==> config.mk <==
export PLATFORM = sky130hd
export DESIGN_NAME = regdata_unit
export DESIGN_NICKNAME = d
export VERILOG_FILES = /design/src/rtl/regdata_pkg.sv /design/src/rtl/regdata_rst_sync.sv /design/src/rtl/regdata_addr_map.sv /design/src/rtl/regdata_ram.sv /design/src/rtl/regdata_sfr.sv /design/src/rtl/regdata_unit.sv
export SDC_FILE = /design/constraint.sdc
export NUM_CORES = 2
export LEC_CHECK = 0
export CAP_MARGIN = 20
export CELL_PAD_IN_SITES_DETAIL_PLACEMENT = 1
export CELL_PAD_IN_SITES_GLOBAL_PLACEMENT = 2
export CORE_ASPECT_RATIO = 1.75
export CORE_MARGIN = 2
export CORE_UTILIZATION = 50
export DETAILED_ROUTE_END_ITERATION = 10
export DONT_BUFFER_PORTS = 1
export GPL_ROUTABILITY_DRIVEN = 1
export PLACE_DENSITY_LB_ADDON = 0.1
export SLEW_MARGIN = 0
export SYNTH_ARGS = -nofsm -noshare
export SYNTH_HDL_FRONTEND = slang
export SYNTH_SLANG_ARGS = --single-unit
==> constraint.sdc <==
create_clock -name clk -period 18.56 [get_ports clk]
set_input_delay 5.568 -clock clk [delete_from_list [all_inputs] [get_ports clk]]
set_output_delay 5.568 -clock clk [all_outputs]
set_load 0.02 [all_outputs]
==> src/rtl/regdata_pkg.sv <==
package regdata_pkg;
  localparam int DATA_W    = 8;
  localparam int ADDR_W    = 8;
  localparam int BANK_W    = 2;
  localparam int REG_IDX_W = 3;

  localparam logic [ADDR_W-1:0] SFR_ACC  = 8'hE0;
  localparam logic [ADDR_W-1:0] SFR_B    = 8'hF0;
  localparam logic [ADDR_W-1:0] SFR_SP   = 8'h81;
  localparam logic [DATA_W-1:0] SP_RESET = 8'h07;

  typedef enum logic [1:0] {
    MODE_IDLE     = 2'b00,
    MODE_DIRECT   = 2'b01,
    MODE_INDIRECT = 2'b10,
    MODE_REG      = 2'b11
  } acc_mode_e;
endpackage

==> src/rtl/regdata_rst_sync.sv <==
module regdata_rst_sync #(
  parameter int STAGES = 2
) (
  input  logic clk,
  input  logic arst_n,
  output logic srst_n
);
  logic [STAGES-1:0] sync_q;

  always_ff @(posedge clk or negedge arst_n) begin
    if (!arst_n) sync_q <= '0;
    else         sync_q <= {sync_q[STAGES-2:0], 1'b1};
  end

  assign srst_n = sync_q[STAGES-1];
endmodule

==> src/rtl/regdata_addr_map.sv <==
module regdata_addr_map
  import regdata_pkg::*;
#(
  parameter int AW  = ADDR_W,
  parameter int BW  = BANK_W,
  parameter int RIW = REG_IDX_W
) (
  input  acc_mode_e       mode,
  input  logic [AW-1:0]   addr,
  input  logic [BW-1:0]   bank_sel,
  input  logic [AW-1:0]   ptr_val,
  output logic [AW-1:0]   ptr_addr,
  output logic [AW-1:0]   ram_addr,
  output logic            sfr_sel,
  output logic            active
);
  logic [AW-1:0] reg_addr;

  // Bank n spans 8n..8n+7; R0/R1 are the first two bytes of it.
  assign ptr_addr = AW'({bank_sel, RIW'(addr[0])});
  assign reg_addr = AW'({bank_sel, addr[RIW-1:0]});

  always_comb begin
    ram_addr = '0;
    sfr_sel  = 1'b0;
    active   = 1'b1;
    case (mode)
      MODE_DIRECT: begin
        ram_addr = addr;
        sfr_sel  = addr[AW-1];
      end
      MODE_INDIRECT: ram_addr = ptr_val;
      MODE_REG:      ram_addr = reg_addr;
      default:       active   = 1'b0;
    endcase
  end
endmodule

==> src/rtl/regdata_ram.sv <==
module regdata_ram #(
  parameter int DW = 8,
  parameter int AW = 8
) (
  input  logic          clk,
  input  logic          we,
  input  logic [AW-1:0] waddr,
  input  logic [DW-1:0] wdata,
  input  logic [AW-1:0] raddr_a,
  output logic [DW-1:0] rdata_a,
  input  logic [AW-1:0] raddr_b,
  output logic [DW-1:0] rdata_b,
  input  logic [AW-1:0] raddr_c,
  output logic [DW-1:0] rdata_c
);
  localparam int DEPTH = 1 << AW;

  logic [DW-1:0] mem_q [DEPTH];

  always_ff @(posedge clk) begin
    if (we) mem_q[waddr] <= wdata;
  end

  assign rdata_a = mem_q[raddr_a];
  assign rdata_b = mem_q[raddr_b];
  assign rdata_c = mem_q[raddr_c];
endmodule

==> src/rtl/regdata_sfr.sv <==
module regdata_sfr
  import regdata_pkg::*;
#(
  parameter int DW = DATA_W,
  parameter int AW = ADDR_W
) (
  input  logic          clk,
  input  logic          rst_n,
  input  logic          wr_en,
  input  logic [AW-1:0] wr_addr,
  input  logic [DW-1:0] wr_data,
  input  logic [AW-1:0] rd_addr,
  output logic [DW-1:0] rd_data,
  input  logic          push,
  input  logic          pop,
  output logic [DW-1:0] sp_inc,
  output logic [DW-1:0] acc_q,
  output logic [DW-1:0] b_q,
  output logic [DW-1:0] sp_q
);
  logic [DW-1:0] acc_d, b_d, sp_d;
  logic          acc_en, b_en, sp_en;
  logic          stack_step;

  assign stack_step = push ^ pop;
  assign sp_inc     = sp_q + 1'b1;

  always_comb begin
    acc_en = wr_en && (wr_addr == SFR_ACC);
    b_en   = wr_en && (wr_addr == SFR_B);
    sp_en  = stack_step || (wr_en && !push && !pop && (wr_addr == SFR_SP));
    acc_d  = wr_data;
    b_d    = wr_data;
    if (stack_step) sp_d = push ? sp_inc : sp_q - 1'b1;
    else            sp_d = wr_data;
  end

  always_ff @(posedge clk or negedge rst_n) begin
    if (!rst_n) begin
      acc_q <= '0;
      b_q   <= '0;
      sp_q  <= SP_RESET;
    end else begin
      if (acc_en) acc_q <= acc_d;
      if (b_en)   b_q   <= b_d;
      if (sp_en)  sp_q  <= sp_d;
    end
  end

  always_comb begin
    case (rd_addr)
      SFR_ACC: rd_data = acc_q;
      SFR_B:   rd_data = b_q;
      SFR_SP:  rd_data = sp_q;
      default: rd_data = '0;
    endcase
  end

  AST_SP_PUSH_STEP: assert property (@(posedge clk) disable iff (!rst_n)
    (push && !pop) |=> (sp_q == DW'($past(sp_q) + 1'b1))); // R7
  AST_SP_POP_STEP: assert property (@(posedge clk) disable iff (!rst_n)
    (pop && !push) |=> (sp_q == DW'($past(sp_q) - 1'b1))); // R8
  AST_SP_BOTH_HOLD: assert property (@(posedge clk) disable iff (!rst_n)
    (push && pop) |=> $stable(sp_q)); // R10
endmodule

==> src/rtl/regdata_unit.sv <==
module regdata_unit
  import regdata_pkg::*;
(
  input  logic        clk,
  input  logic        rst_n,
  input  logic [1:0]  bank_sel,
  input  logic [1:0]  acc_mode,
  input  logic        acc_we,
  input  logic [7:0]  acc_addr,
  input  logic [7:0]  acc_wdata,
  output logic [7:0]  acc_rdata,
  input  logic        push,
  input  logic        pop,
  input  logic [7:0]  push_data,
  output logic [7:0]  pop_data,
  output logic [7:0]  acc_o,
  output logic [7:0]  b_o,
  output logic [7:0]  sp_o
);
  acc_mode_e         mode;
  logic              srst_n;
  logic [ADDR_W-1:0] ptr_addr, ram_addr;
  logic [DATA_W-1:0] ptr_val, ram_rd, sfr_rd, sp_inc;
  logic              sfr_sel, active;
  logic              stack_busy, push_only, port_we;
  logic              ram_we, sfr_we;
  logic [ADDR_W-1:0] ram_waddr;
  logic [DATA_W-1:0] ram_wdata;

  assign mode = acc_mode_e'(acc_mode);

  regdata_rst_sync #(.STAGES(2)) rst_i (
    .clk(clk), .arst_n(rst_n), .srst_n(srst_n)
  );

  regdata_addr_map #(.AW(ADDR_W), .BW(BANK_W), .RIW(REG_IDX_W)) map_i (
    .mode(mode), .addr(acc_addr), .bank_sel(bank_sel), .ptr_val(ptr_val),
    .ptr_addr(ptr_addr), .ram_addr(ram_addr), .sfr_sel(sfr_sel), .active(active)
  );

  // Stack strobes own the cycle; the port write waits for a quiet one.
  assign stack_busy = push | pop;
  assign push_only  = push & ~pop;
  assign port_we    = acc_we & active & ~stack_busy;
  assign sfr_we     = port_we & sfr_sel;
  assign ram_we     = push_only | (port_we & ~sfr_sel);
  assign ram_waddr  = push_only ? sp_inc    : ram_addr;
  assign ram_wdata  = push_only ? push_data : acc_wdata;

  regdata_ram #(.DW(DATA_W), .AW(ADDR_W)) ram_i (
    .clk(clk), .we(ram_we), .waddr(ram_waddr), .wdata(ram_wdata),
    .raddr_a(ram_addr), .rdata_a(ram_rd),
    .raddr_b(ptr_addr), .rdata_b(ptr_val),
    .raddr_c(sp_o),     .rdata_c(pop_data)
  );

  regdata_sfr #(.DW(DATA_W), .AW(ADDR_W)) sfr_i (
    .clk(clk), .rst_n(srst_n),
    .wr_en(sfr_we), .wr_addr(acc_addr), .wr_data(acc_wdata),
    .rd_addr(acc_addr), .rd_data(sfr_rd),
    .push(push), .pop(pop), .sp_inc(sp_inc),
    .acc_q(acc_o), .b_q(b_o), .sp_q(sp_o)
  );

  always_comb begin
    if (!active)     acc_rdata = '0;
    else if (sfr_sel) acc_rdata = sfr_rd;
    else             acc_rdata = ram_rd;
  end

  AST_IDLE_READ_ZERO: assert property (@(posedge clk) disable iff (!srst_n)
    (acc_mode == 2'b00) |-> (acc_rdata == 8'h00)); // R12
  AST_UNMAPPED_READ_ZERO: assert property (@(posedge clk) disable iff (!srst_n)
    ((acc_mode == 2'b01) && acc_addr[7] && (acc_addr != 8'hE0) &&
     (acc_addr != 8'hF0) && (acc_addr != 8'h81)) |-> (acc_rdata == 8'h00)); // R4
  AST_PUSH_LANDS: assert property (@(posedge clk) disable iff (!srst_n)
    (push && !pop) |=> (pop_data == $past(push_data))); // R7
  AST_STACK_BLOCKS_WRITE: assert property (@(posedge clk) disable iff (!srst_n)
    ((push || pop) && acc_we && (acc_mode == 2'b01) && (acc_addr == 8'hE0))
    |=> $stable(acc_o)); // R11
  AST_REG_IN_BANK: assert property (@(posedge clk) disable iff (!srst_n)
    (acc_mode == 2'b11) |-> ((ram_addr[7:5] == 3'b000) &&
                             (ram_addr[4:3] == bank_sel))); // R5
endmodule

==> qor.yml <==
p_switching_mw: 4.47
ctsResizeCount: 0
min_period_over_period_pct: 89.8
relSlewSlack_pct: 4.71
ys_warn_count: 0
worstMarginPinSlew_ns: 1.43
rows: 217
powerDensity_nw_per_um2: 121
cts_buffers: 201
layout_commonest_cell: "edfxtp_1"
area_growth_pct: 10.3
ys_seq_area_share_pct: 61.8
htree_levels: 4
hold_viol_final: 0
first_global_vias: 72140
combPwrFrac_pct: 30.1
crit_top_cell: "mux2i_1"
drt_wl_total_um: 420000
dp.cells: 9430
portBuffers: 0
clk_pin_slew_worst_paths_ns: 0.07
wl_per_cell_um: 42.7
vias: 71266
setup_tns_ns: 0
core_area_um2: 200000
leakage_nw: 36.5
die_w_um: 343
cts_hold_buf: 0
place_hpwl_um: 277000
reg2reg_slack_ns: 11.74
crit_path_end_kind: "primary output"
start_util_pct: 50.3
post_cts_buffers: 0
grt_first_pass_wirelength_um: 577000
power_frac_seq_pct: 39.7
max-clock-path-buffers: 4
cp_cell_sequence: "and2_0 -> a22oi_2 -> a31o_4 -> buf_12 -> mux2i_1 -> mux2i_1 -> o32ai_1 -> a211o_1 -> a2111oi_2 -> o2111ai_1 -> a211oi_2"
overflow: 0
fmax_mhz: 60.0
clock_latency_ns: 0.90
p_sw_share_pct: 33.3
ios: 73
via_per_inst: 7.25
min_path_type: "reg -> async"
synth_ff_type: "edfxtp_1"
r2r.worst_path.cells: 10
cts-root-buf: "clkbuf_16"
grt_max_degree: 162
crit_path_max_fanout: 64
rsz0062_at_grt: "false"
synth_seq_cells: 2074
drcViolationCount: 0
cap_violations: 0
ys_async_sr_fraction_pct: 1.25
antenna_found_initial: 37
setup_viol: 0
synth_nets: 7106
first_pass_iters: 6
layout_common_cells: "edfxtp_1, nand2_1, mux4_2, nand3_1, mux2i_1"
place.gp.congestion: 0.961
cp.required_ns: 12.99
post_synth_num_cell_types: 80
r2r-end: "ram_i.mem_q[136][7]$_DFFE_PP_"
drv_slew: 0
cts_tree: "done"
die-area_um2: 205000
syn_avg_cell_area_um2: 14.2
drt.antenna.violating_nets: 0
worst-endpoint-arrival_ns: 11.11
nets: 7063
clock_power_share_pct: 30.3
synth.cell_area_um2: 101000
critPathKind: "in -> out"
synth_edf_count: 2048
peakVddDrop_uv: 91.5
synthCells: 7069
drtIter0Drc: 9423
finClkSkew_ns: 0.0413
chipHeight_um: 597
slowest_delay_ns: 0.96
cts.sinks: 2074
drive_gt1_share_pct: 19.2
slowest_stage: "a2111oi_2"
track_usage_pct: 40.8
internal_power_mw: 8.96
instances_no_fill: 9824
r2r-start: "sfr_i.sp_q[2]$_DFFE_PN1P_"
min_period_ns: 16.68
outcome: "completed"
worstSetupStartpointType: "primary input"
worst max-delay path, delay by kind of cell:
kind	cells	cell delay (ns)
compound gates	7	4.34
buf+inv	1	0.45
simple gates	1	0.25
mux	2	0.35
cell usage after synthesis (5+ instances only):
| library cell | instances | share of area, % |
|---|---|---|
| a2111oi_0 | 21 | 0.18 |
| a211oi_1 | 33 | 0.25 |
| a21o_1 | 14 | 0.10 |
| a21oi_1 | 174 | 0.87 |
| a221oi_1 | 60 | 0.52 |
| a22oi_1 | 43 | 0.32 |
| a311oi_1 | 88 | 0.77 |
| a31oi_1 | 99 | 0.62 |
| a32o_1 | 8 | 0.080 |
| a32oi_1 | 55 | 0.48 |
| a41oi_1 | 7 | 0.061 |
| and2_1 | 7 | 0.044 |
| and3_1 | 98 | 0.61 |
| buf_1 | 89 | 0.33 |
| buf_2 | 234 | 1.2 |
| buf_4 | 35 | 0.26 |
| clkbuf_1 | 208 | 0.78 |
| dfrtp_1 | 23 | 0.57 |
| edfxtp_1 | 2048 | 61 |
| inv_1 | 13 | 0.049 |
| mux2_2 | 33 | 0.37 |
| mux2i_1 | 352 | 3.5 |
| mux4_2 | 689 | 15 |
| nand2_1 | 1503 | 5.6 |
| nand3_1 | 511 | 2.5 |
| nand4_1 | 33 | 0.21 |
| nor2_1 | 337 | 1.3 |
| nor2b_1 | 6 | 0.037 |
| nor3_1 | 17 | 0.085 |
| nor4_1 | 15 | 0.093 |
| o2111ai_1 | 9 | 0.078 |
| o211ai_1 | 12 | 0.090 |
| o21a_1 | 9 | 0.067 |
| o21ai_0 | 64 | 0.32 |
| o21ai_1 | 6 | 0.030 |
| o22ai_1 | 25 | 0.16 |
| o31ai_1 | 6 | 0.045 |
| o32ai_1 | 7 | 0.061 |
| or4_1 | 5 | 0.037 |
| xnor2_1 | 5 | 0.044 |
flip-flops by register name, summed over array words and instances (netlist names):
| register | flops |
|---|---|
| sfr_i.acc_q | 8 |
| ram_i.mem_q | 2048 |
| sfr_i.b_q | 8 |
| sfr_i.sp_q | 8 |
| rst_i.sync_q | 2 |
layer usage:
metal	GRT usage, %	vias up	wire [um]
met4	32.9	34	41800
met3	9.43	1455	40400
met2	65.4	4698	200000
met1	46.9	37391	137000
met5	0	-	221
li1	-	27688	-
final cells by class:
cell class,count,area [um2]
fill,18933,89000
sequential,2074,62200
multi-input combinational,4413,36100
clock buffer,251,5310
tap,2628,3290
timing repair buffer,323,2970
clock inverter,105,851
inverter,13,48.8
antenna,17,42.5
power groups by stage:
stage | Clock [mW] | Sequential (mW) | Combinational, mW
2_1_floorplan | 0 | 5.34 | 2.37
3_3_place_gp | 0 | 5.42 | 3.89
3_5_place_dp | 0 | 5.42 | 3.91
4_1_cts | 4.07 | 5.32 | 3.92
5_1_grt | 4.22 | 5.32 | 4.05
6_report | 4.06 | 5.32 | 4.04
metrics by stage:
stage               util [%]  power, mW  area [um2]  worst slack [ns]  hold slack [ns]
floorplan                  -       7.72      101000             0.145            0.305
global placement        52.0       9.31      104000              1.94            0.345
detailed placement      52.2       9.33      104000              2.05            0.343
CTS                     55.3       13.3      110000              2.04            0.345
global route            55.4       13.6      111000              1.82            0.124
finish                  55.5       13.4      111000              1.88            0.108
cells by family (layout without fill, tap and decap cells):
kind of cell             Yosys count  count (layout)  share of synthesized area [%]
AND/OR/NAND/NOR                 2552            2552                           10.7
flip-flops                      2074            2074                           61.8
multiplexers                    1074            1074                           19.3
AO/OA/AOI/OAI                    774             774                           5.44
buffers and inverters            582             692                           2.62
XOR/XNOR                           8               8                         0.0697
adder cells (fa/ha/maj)            4               4                         0.0498
other                              1              18                        0.00373
how the worst max path moves through the flow:
stage                start                     endpoint  slack, ns  cells past startpoint
2_1_floorplan          pop  ram_i.mem_q[0][0]$_DFFE_PP_       0.14                      5
3_3_place_gp   bank_sel[1]                 acc_rdata[5]       1.94                      9
3_5_place_dp   bank_sel[1]                 acc_rdata[1]       2.05                     10
4_1_cts        bank_sel[1]                 acc_rdata[1]       2.04                     10
5_1_grt        bank_sel[1]                 acc_rdata[5]       1.82                     11
6_report       bank_sel[1]                 acc_rdata[5]       1.88                     11
No activity file was read; power rests on OpenSTA's default activity.
